<file path="config.mk">
export PLATFORM = sky130hd
export DESIGN_NAME = adc_result_port
export DESIGN_NICKNAME = d
export VERILOG_FILES = /design/src/rtl/adcp_pkg.sv /design/src/rtl/adcp_sync.sv /design/src/rtl/adcp_dor_writer.sv /design/src/rtl/adcp_shift_out.sv /design/src/rtl/adcp_ready_gen.sv /design/src/rtl/adc_result_port.sv
export SDC_FILE = /design/constraint.sdc
export NUM_CORES = 1
export LEC_CHECK = 0
export ABC_CLOCK_PERIOD_IN_PS = 2400
export BUFFER_PORTS_ARGS = -buffer_cell sky130_fd_sc_hd__buf_2
export CORE_MARGIN = 2
export CORE_UTILIZATION = 25
export DETAILED_ROUTE_END_ITERATION = 6
export PLACE_DENSITY = 0.43
export SLEW_MARGIN = 20
export SYNTH_ARGS = -nofsm -noshare
export SYNTH_HDL_FRONTEND = slang
export SYNTH_HIERARCHICAL = 1
export SYNTH_SLANG_ARGS = --single-unit
export TNS_END_PERCENT = 10
</file>
<file path="constraint.sdc">
create_clock -name clk -period 2.4 [get_ports clk]
set_input_delay 0.48 -clock clk [delete_from_list [all_inputs] [get_ports clk]]
set_output_delay 0.48 -clock clk [all_outputs]
set_load 0.02 [all_outputs]
</file>
<file path="src/rtl/adcp_pkg.sv">
// Shared types for the converter serial result port.
package adcp_pkg;

    // How the host uses chip select; chosen by a static strap.
    typedef enum logic [1:0] {
        CSM_TIED_LOW    = 2'd0,
        CSM_FRAMED      = 2'd1,
        CSM_PARKED_HIGH = 2'd2
    } cs_mode_e;

    // States of the ready-line sequencer.
    typedef enum logic [1:0] {
        RDY_IDLE,
        RDY_WRITE,
        RDY_WAIT_CS,
        RDY_TIMED
    } rdy_state_e;

endpackage

</file>
<file path="src/rtl/adcp_sync.sv">
// Multi-bit, multi-stage synchronizer for independent asynchronous inputs.
// Assumes each bit is a level signal that is stable for several clocks;
// no coherence between bits is implied. STAGES must be at least 2.
module adcp_sync #(
    parameter int         W       = 1,
    parameter int         STAGES  = 2,
    parameter logic [W-1:0] RST_VAL = '0
) (
    input  logic         clk,
    input  logic         rst_n,
    input  logic [W-1:0] d,
    output logic [W-1:0] q
);

    logic [STAGES-1:0][W-1:0] stg;

    // Shift the asynchronous inputs through the flop chain.
    always_ff @(posedge clk) begin
        if (!rst_n) begin
            stg <= {STAGES{RST_VAL}};
        end else begin
            stg <= {stg[STAGES-2:0], d};
        end
    end

    assign q = stg[STAGES-1];

endmodule

</file>
<file path="src/rtl/adcp_dor_writer.sv">
// Captures a result word on its strobe and copies it into the data output
// register one bit every WR_STEP cycles, MSB first. A new strobe restarts
// the copy; reads are never blocked. Also counts completed copies to
// mark the warm-up results. Assumes WR_STEP >= 1.
module adcp_dor_writer #(
    parameter int RES_W   = 20,
    parameter int WR_STEP = 2,
    parameter int WARMUP  = 5
) (
    input  logic             clk,
    input  logic             rst_n,
    input  logic             load,
    input  logic [RES_W-1:0] load_word,
    output logic [RES_W-1:0] dor,
    output logic             busy,
    output logic             done,
    output logic             ok
);

    localparam int IDX_W  = (RES_W > 1) ? $clog2(RES_W) : 1;
    localparam int STEP_W = $clog2(WR_STEP + 1);
    localparam int CNT_W  = $clog2(WARMUP + 2);

    logic [RES_W-1:0]  stage;
    logic [IDX_W-1:0]  idx;
    logic [STEP_W-1:0] step;
    logic [CNT_W-1:0]  n_done;

    // Walk the staged word into the output register, MSB first.
    always_ff @(posedge clk) begin
        if (!rst_n) begin
            stage <= '0;
            dor   <= '0;
            busy  <= 1'b0;
            done  <= 1'b0;
            idx   <= '0;
            step  <= '0;
        end else begin
            done <= 1'b0;
            if (load) begin
                stage <= load_word;
                busy  <= 1'b1;
                idx   <= IDX_W'(RES_W - 1);
                step  <= '0;
            end else if (busy) begin
                dor[idx] <= stage[idx];
                if (step == STEP_W'(WR_STEP - 1)) begin
                    step <= '0;
                    if (idx == '0) begin
                        busy <= 1'b0;
                        done <= 1'b1;
                    end else begin
                        idx <= idx - 1'b1;
                    end
                end else begin
                    step <= step + 1'b1;
                end
            end
        end
    end

    // Count finished copies, saturating once warm-up is over.
    always_ff @(posedge clk) begin
        if (!rst_n) begin
            n_done <= '0;
        end else if (busy && !load && step == STEP_W'(WR_STEP - 1) && idx == '0
                     && n_done != CNT_W'(WARMUP + 1)) begin
            n_done <= n_done + 1'b1;
        end
    end

    assign ok = (n_done > CNT_W'(WARMUP));

endmodule

</file>
<file path="src/rtl/adcp_shift_out.sv">
// Serial read-out of the data output register. On each synchronized
// serial clock rising edge while selected, drives the next bit MSB first,
// then zeros once the word is exhausted. The pointer re-arms to the MSB
// whenever a register update completes. Assumes sclk_s is already
// synchronized to clk.
module adcp_shift_out #(
    parameter int RES_W = 20
) (
    input  logic             clk,
    input  logic             rst_n,
    input  logic [RES_W-1:0] dor,
    input  logic             rearm,
    input  logic             sel,
    input  logic             sclk_s,
    output logic             dout
);

    localparam int PTR_W = $clog2(RES_W + 1);
    localparam int IDX_W = (RES_W > 1) ? $clog2(RES_W) : 1;

    logic             sclk_d;
    logic             sclk_rise;
    logic [PTR_W-1:0] ptr;
    logic [RES_W-1:0] msb_first;

    // Reorder the register so that index 0 is the MSB.
    for (genvar g = 0; g < RES_W; g++) begin : g_order
        assign msb_first[g] = dor[RES_W-1-g];
    end

    // Delay the synchronized serial clock for edge detection.
    always_ff @(posedge clk) begin
        if (!rst_n) sclk_d <= 1'b0;
        else        sclk_d <= sclk_s;
    end

    assign sclk_rise = sclk_s & ~sclk_d;

    // Advance the pointer and present the next bit or a pad zero.
    always_ff @(posedge clk) begin
        if (!rst_n) begin
            ptr  <= '0;
            dout <= 1'b0;
        end else if (rearm) begin
            ptr <= '0;
        end else if (sclk_rise && sel) begin
            if (ptr < PTR_W'(RES_W)) begin
                dout <= msb_first[ptr[IDX_W-1:0]];
                ptr  <= ptr + 1'b1;
            end else begin
                dout <= 1'b0;
            end
        end
    end

endmodule

</file>
<file path="src/rtl/adcp_ready_gen.sv">
// Sequencer for the active-low ready line. Its waveform is chosen by the
// chip-select usage strap: a timed low pulse, a low level held until
// select has been low for a time, or an inverted idle level with a timed
// high window. A new result always forces the line high.
// Assumes PULSE_CYC >= 1 and HOLD_CYC >= 1, and that mode changes only in reset.
module adcp_ready_gen
    import adcp_pkg::*;
#(
    parameter int PULSE_CYC = 8,
    parameter int HOLD_CYC  = 6
) (
    input  logic       clk,
    input  logic       rst_n,
    input  logic [1:0] mode,
    input  logic       start,
    input  logic       done,
    input  logic       sel,
    output logic       drdy_n
);

    localparam int MAXC  = (PULSE_CYC > HOLD_CYC) ? PULSE_CYC : HOLD_CYC;
    localparam int CNT_W = $clog2(MAXC + 1);

    cs_mode_e   mode_e;
    rdy_state_e st;
    logic [CNT_W-1:0] cnt;
    logic       idle_lvl;

    assign mode_e   = cs_mode_e'(mode);
    assign idle_lvl = (mode_e != CSM_PARKED_HIGH);

    // Step the ready sequence through write, wait and timed phases.
    always_ff @(posedge clk) begin
        if (!rst_n) begin
            st     <= RDY_IDLE;
            cnt    <= '0;
            drdy_n <= idle_lvl;
        end else if (start) begin
            st     <= RDY_WRITE;
            drdy_n <= 1'b1;
        end else begin
            case (st)
                RDY_WRITE: begin
                    if (done) begin
                        case (mode_e)
                            CSM_FRAMED: begin
                                st     <= RDY_WAIT_CS;
                                drdy_n <= 1'b0;
                            end
                            CSM_PARKED_HIGH: begin
                                st     <= RDY_TIMED;
                                cnt    <= CNT_W'(HOLD_CYC - 1);
                                drdy_n <= 1'b1;
                            end
                            default: begin
                                st     <= RDY_TIMED;
                                cnt    <= CNT_W'(PULSE_CYC - 1);
                                drdy_n <= 1'b0;
                            end
                        endcase
                    end
                end
                RDY_WAIT_CS: begin
                    if (sel) begin
                        st  <= RDY_TIMED;
                        cnt <= CNT_W'(PULSE_CYC - 1);
                    end
                end
                RDY_TIMED: begin
                    if (cnt == '0) begin
                        st     <= RDY_IDLE;
                        drdy_n <= idle_lvl;
                    end else begin
                        cnt <= cnt - 1'b1;
                    end
                end
                default: begin
                    drdy_n <= idle_lvl;
                end
            endcase
        end
    end

endmodule

</file>
<file path="src/rtl/adc_result_port.sv">
// Top of the converter serial result port. Synchronizes the host's select
// and serial clock, loads each result into the data output register,
// shifts it out and drives the ready line. Assumes the host serial clock
// high and low phases each last at least three system clocks.
module adc_result_port #(
    parameter int RES_W     = 20,
    parameter int WR_STEP   = 2,
    parameter int PULSE_CYC = 8,
    parameter int HOLD_CYC  = 6,
    parameter int WARMUP    = 5
) (
    input  logic             clk,
    input  logic             rst_n,
    input  logic [1:0]       cs_mode,
    input  logic             res_strobe,
    input  logic [RES_W-1:0] res_word,
    input  logic             cs_n,
    input  logic             sclk,
    output logic             dout,
    output logic             dout_oe,
    output logic             drdy_n,
    output logic             result_ok
);

    logic [1:0]       host_s;
    logic             sel;
    logic [RES_W-1:0] dor;
    logic             wr_busy;
    logic             wr_done;

    // host_s[1] is select (idle high), host_s[0] is the serial clock.
    adcp_sync #(.W(2), .STAGES(2), .RST_VAL(2'b10)) u_sync (
        .clk   (clk),
        .rst_n (rst_n),
        .d     ({cs_n, sclk}),
        .q     (host_s)
    );

    assign sel     = ~host_s[1];
    assign dout_oe = sel;

    adcp_dor_writer #(.RES_W(RES_W), .WR_STEP(WR_STEP), .WARMUP(WARMUP)) u_wr (
        .clk       (clk),
        .rst_n     (rst_n),
        .load      (res_strobe),
        .load_word (res_word),
        .dor       (dor),
        .busy      (wr_busy),
        .done      (wr_done),
        .ok        (result_ok)
    );

    adcp_shift_out #(.RES_W(RES_W)) u_so (
        .clk    (clk),
        .rst_n  (rst_n),
        .dor    (dor),
        .rearm  (wr_done),
        .sel    (sel),
        .sclk_s (host_s[0]),
        .dout   (dout)
    );

    adcp_ready_gen #(.PULSE_CYC(PULSE_CYC), .HOLD_CYC(HOLD_CYC)) u_rdy (
        .clk    (clk),
        .rst_n  (rst_n),
        .mode   (cs_mode),
        .start  (res_strobe),
        .done   (wr_done),
        .sel    (sel),
        .drdy_n (drdy_n)
    );

endmodule

</file>
==> flow_summary.ini <==
[worst_setup_path]
worstSetupEndpoint = u_wr/n_done[2]
start_kind = flop
slowest_stage = dfxtp_1
r2r_end = u_wr/n_done[2]
path_max_fanout = 9
crit_chain = inv_1, ha_1, nand3b_1, and4b_1, a21o_1, a21oi_1
cp-startpoint = u_wr/idx[0]
reg2regPathDepth = 6
criticalPathCategory = reg2reg
critPathMaxStageDelay_ns = 0.54
critPathRequiredTime_ns = 2.66
cp-end-kind = flop
critPathArrivalTime_ns = 2.18
worstReg2RegStart = u_wr/idx[0]
reg2reg_slack_ns = 0.49

[cts]
cts.sinks = 70
numCtsBuffers = 9
clkSlewWorstSetupHoldPaths_ns = 0.05
clkLatencyLatePin_ns = 0.33
tritoncts = done
cts_resized = 0
htree_levels = 3
postCtsSetupBuffers = 0
cts-root-buf = clkbuf_16
hold_buffers = 0
cts.path.max_buffers = 2

[timing]
setup_viol = 0
fmax_mhz = 522
finalHoldViolations = 0
slew_violations = 0
fin_crit_sh_pct = 79.8
setup_tns_ns = 0
rsz0062_at_grt = no
min_period_ns = 1.91
worst_pin_slew_ns = 0.544
fin_hold_ws_ns = 0.332
skew_ns = 0.00449
slew_headroom_pct = 63.4

[placed_design]
dpl_cell_area_mm2 = 0.00380
place_congestion = 0.734
hpwl_mm = 5.35
port_buffers = 30

[global_route]
grt_util_all_layers_pct = 11.2
grt_max_degree = 31
grt_pass1_wl_mm = 12.8
grt_overflow = 0
grt_pass1_vias = 2653
antenna_found_initial = 0

[power_and_ir_drop]
p_leak_nw = 1.62
ir_drop_v = 0.000287
pwr_density_cell_mw_per_mm2 = 690

[synth]
seq_area_frac_synth_pct = 40.4
async_flop_share_pct = 0
synth.avg_cell_area_um2 = 9.46
netlist_top_cells_count = 69 x dfxtp_1, 56 x nor2_1, 30 x a21oi_1
synth_top_area_cell = dfxtp_1
yosys_warnings = 6
yosysMostFrequentCell = dfxtp_1
syn_area_mm2 = 0.00349
yosysTopAreaCellShare_pct = 39.6
synth_cell_types = 58
ys.flop_type = dfxtp_1
synth_edf_count = 1
ys_seq_elements = 70
syn_inst = 369
syn_nets = 411
synthTopCellsByArea = dfxtp_1 40%, mux2i_1 6.9%, nor2_1 6.0%

[cells_and_area]
fin_util_pct = 29.7
synthToLayoutAreaGrowth_pct = 17.1
stdcell_area_mm2 = 0.00409
nNetsFinal = 438
drive_above_1_share_pct = 16.8
diodes = 0

[floorplanning]
initial_core_util_pct = 25.3
core_mm2 = 0.0138
die_area_mm2 = 0.0149
die_w_um = 122
io_pins = 31
dieHeight_um = 122
rows = 43

[status]
run_status = finished, final reports clean

[detailed_routing]
detail_route.iter0.violations = 161
first_pass_iters = 4
wl_per_cell_um = 13.2
ant_nets = 0
drcViolationCount = 0
detail_route.vias_per_cell = 4.48
drt_wl_total_mm = 7.65
vias = 2600

[worst_hold_path]
min-delay-start = cs_n
hp-class = in2reg

[flow_run]
drv_cap = 0
==> area by class of cell <==
class / instances / area [µm²]
fillers: 1486 / 9690
multi-input cells: 259 / 1900
flip-flops and latches: 70 / 1410
clock buffers: 14 / 254
well taps: 180 / 225
repair buffers: 36 / 195
inverters: 20 / 75.1
clock inverters: 1 / 30.0
==> layout by cell type, fill, tap and decap left out, types with 6 or more instances in the layout <==
master     instances
dfxtp_1           69
buf_4              6
inv_1             20
a21oi_1           30
mux2i_1           24
nor2_1            56
ha_1              15
nand3b_1           7
buf_2             30
mux4_1             7
o21ai_0           26
nand2b_1           6
clkbuf_16          9
nand2_1           18
==> how the worst min path moves through the flow <==
stage                          endpoint  slack (ns)  cells past startpoint
after detailed placement    u_sync/q[1]        0.40                      1
after global placement      u_sync/q[1]        0.40                      1
after CTS                 u_sync/stg[1]        0.32                      2
after floorplan             u_sync/q[1]        0.39                      1
after global routing      u_sync/stg[1]        0.33                      2
final                     u_sync/stg[1]        0.33                      2
==> state kept, by name, indices dropped and copies added (netlist names) <==
name and cells:
u_so/dout 1, u_wr/idx 5, u_wr/stage 20, u_so/sclk_d 1, u_wr/done 1, u_rdy/drdy_n 1
u_wr/dor 20, u_so/ptr 5, u_sync/q 2, u_wr/step 2, u_sync/stg 2, u_rdy/st 2
u_wr/n_done 3, u_rdy/cnt 4, u_wr/busy 1
==> metal layers <==
layer,global-route usage (%),part of all wire [%],vias to the layer above
met3,3.51,4.6,12
met1,14.3,50,1187
met5,0,0,-
met2,17.2,44,48
li1,-,-,1353
met4,4.74,1.6,0
==> worst max-delay path, delay by kind of cell, from the launching register on <==
family	cells	cell delay (ns)
buffers and inverters	1	0.17
AOI/OAI and AO/OA	2	0.30
adders and majority gates	1	0.28
and+or+nand+nor	2	0.55
DFF	1	0.54
==> power by group <==
part           leakage, nW  switching [mW]  total [mW]  internal, mW
registers            0.572          0.0367        1.25          1.21
logic                0.914           0.146       0.267         0.122
clock network        0.137           0.480        1.31         0.829
total                 1.62           0.662        2.82          2.16
==> per-stage QoR <==
stage	setup WS [ns]	power [mW]	cells
floorplan	0.690	1.46	369
global placement	0.540	1.54	565
detailed placement	0.474	1.54	565
CTS	0.452	2.86	580
global route	0.262	2.95	580
finish	0.486	2.82	580
==> logic make-up after synthesis <==
| group | Yosys count | share of synthesized area (%) |
|---|---|---|
| AND/OR/NAND/NOR | 122 | 18.0 |
| AO/OA/AOI/OAI | 81 | 15.4 |
| flip-flops | 70 | 40.4 |
| buffers and inverters | 40 | 5.23 |
| multiplexers | 34 | 13.8 |
| adder cells (fa/ha/maj) | 15 | 5.38 |
| XOR/XNOR | 7 | 1.76 |
Power figures use the tool's default switching activity.
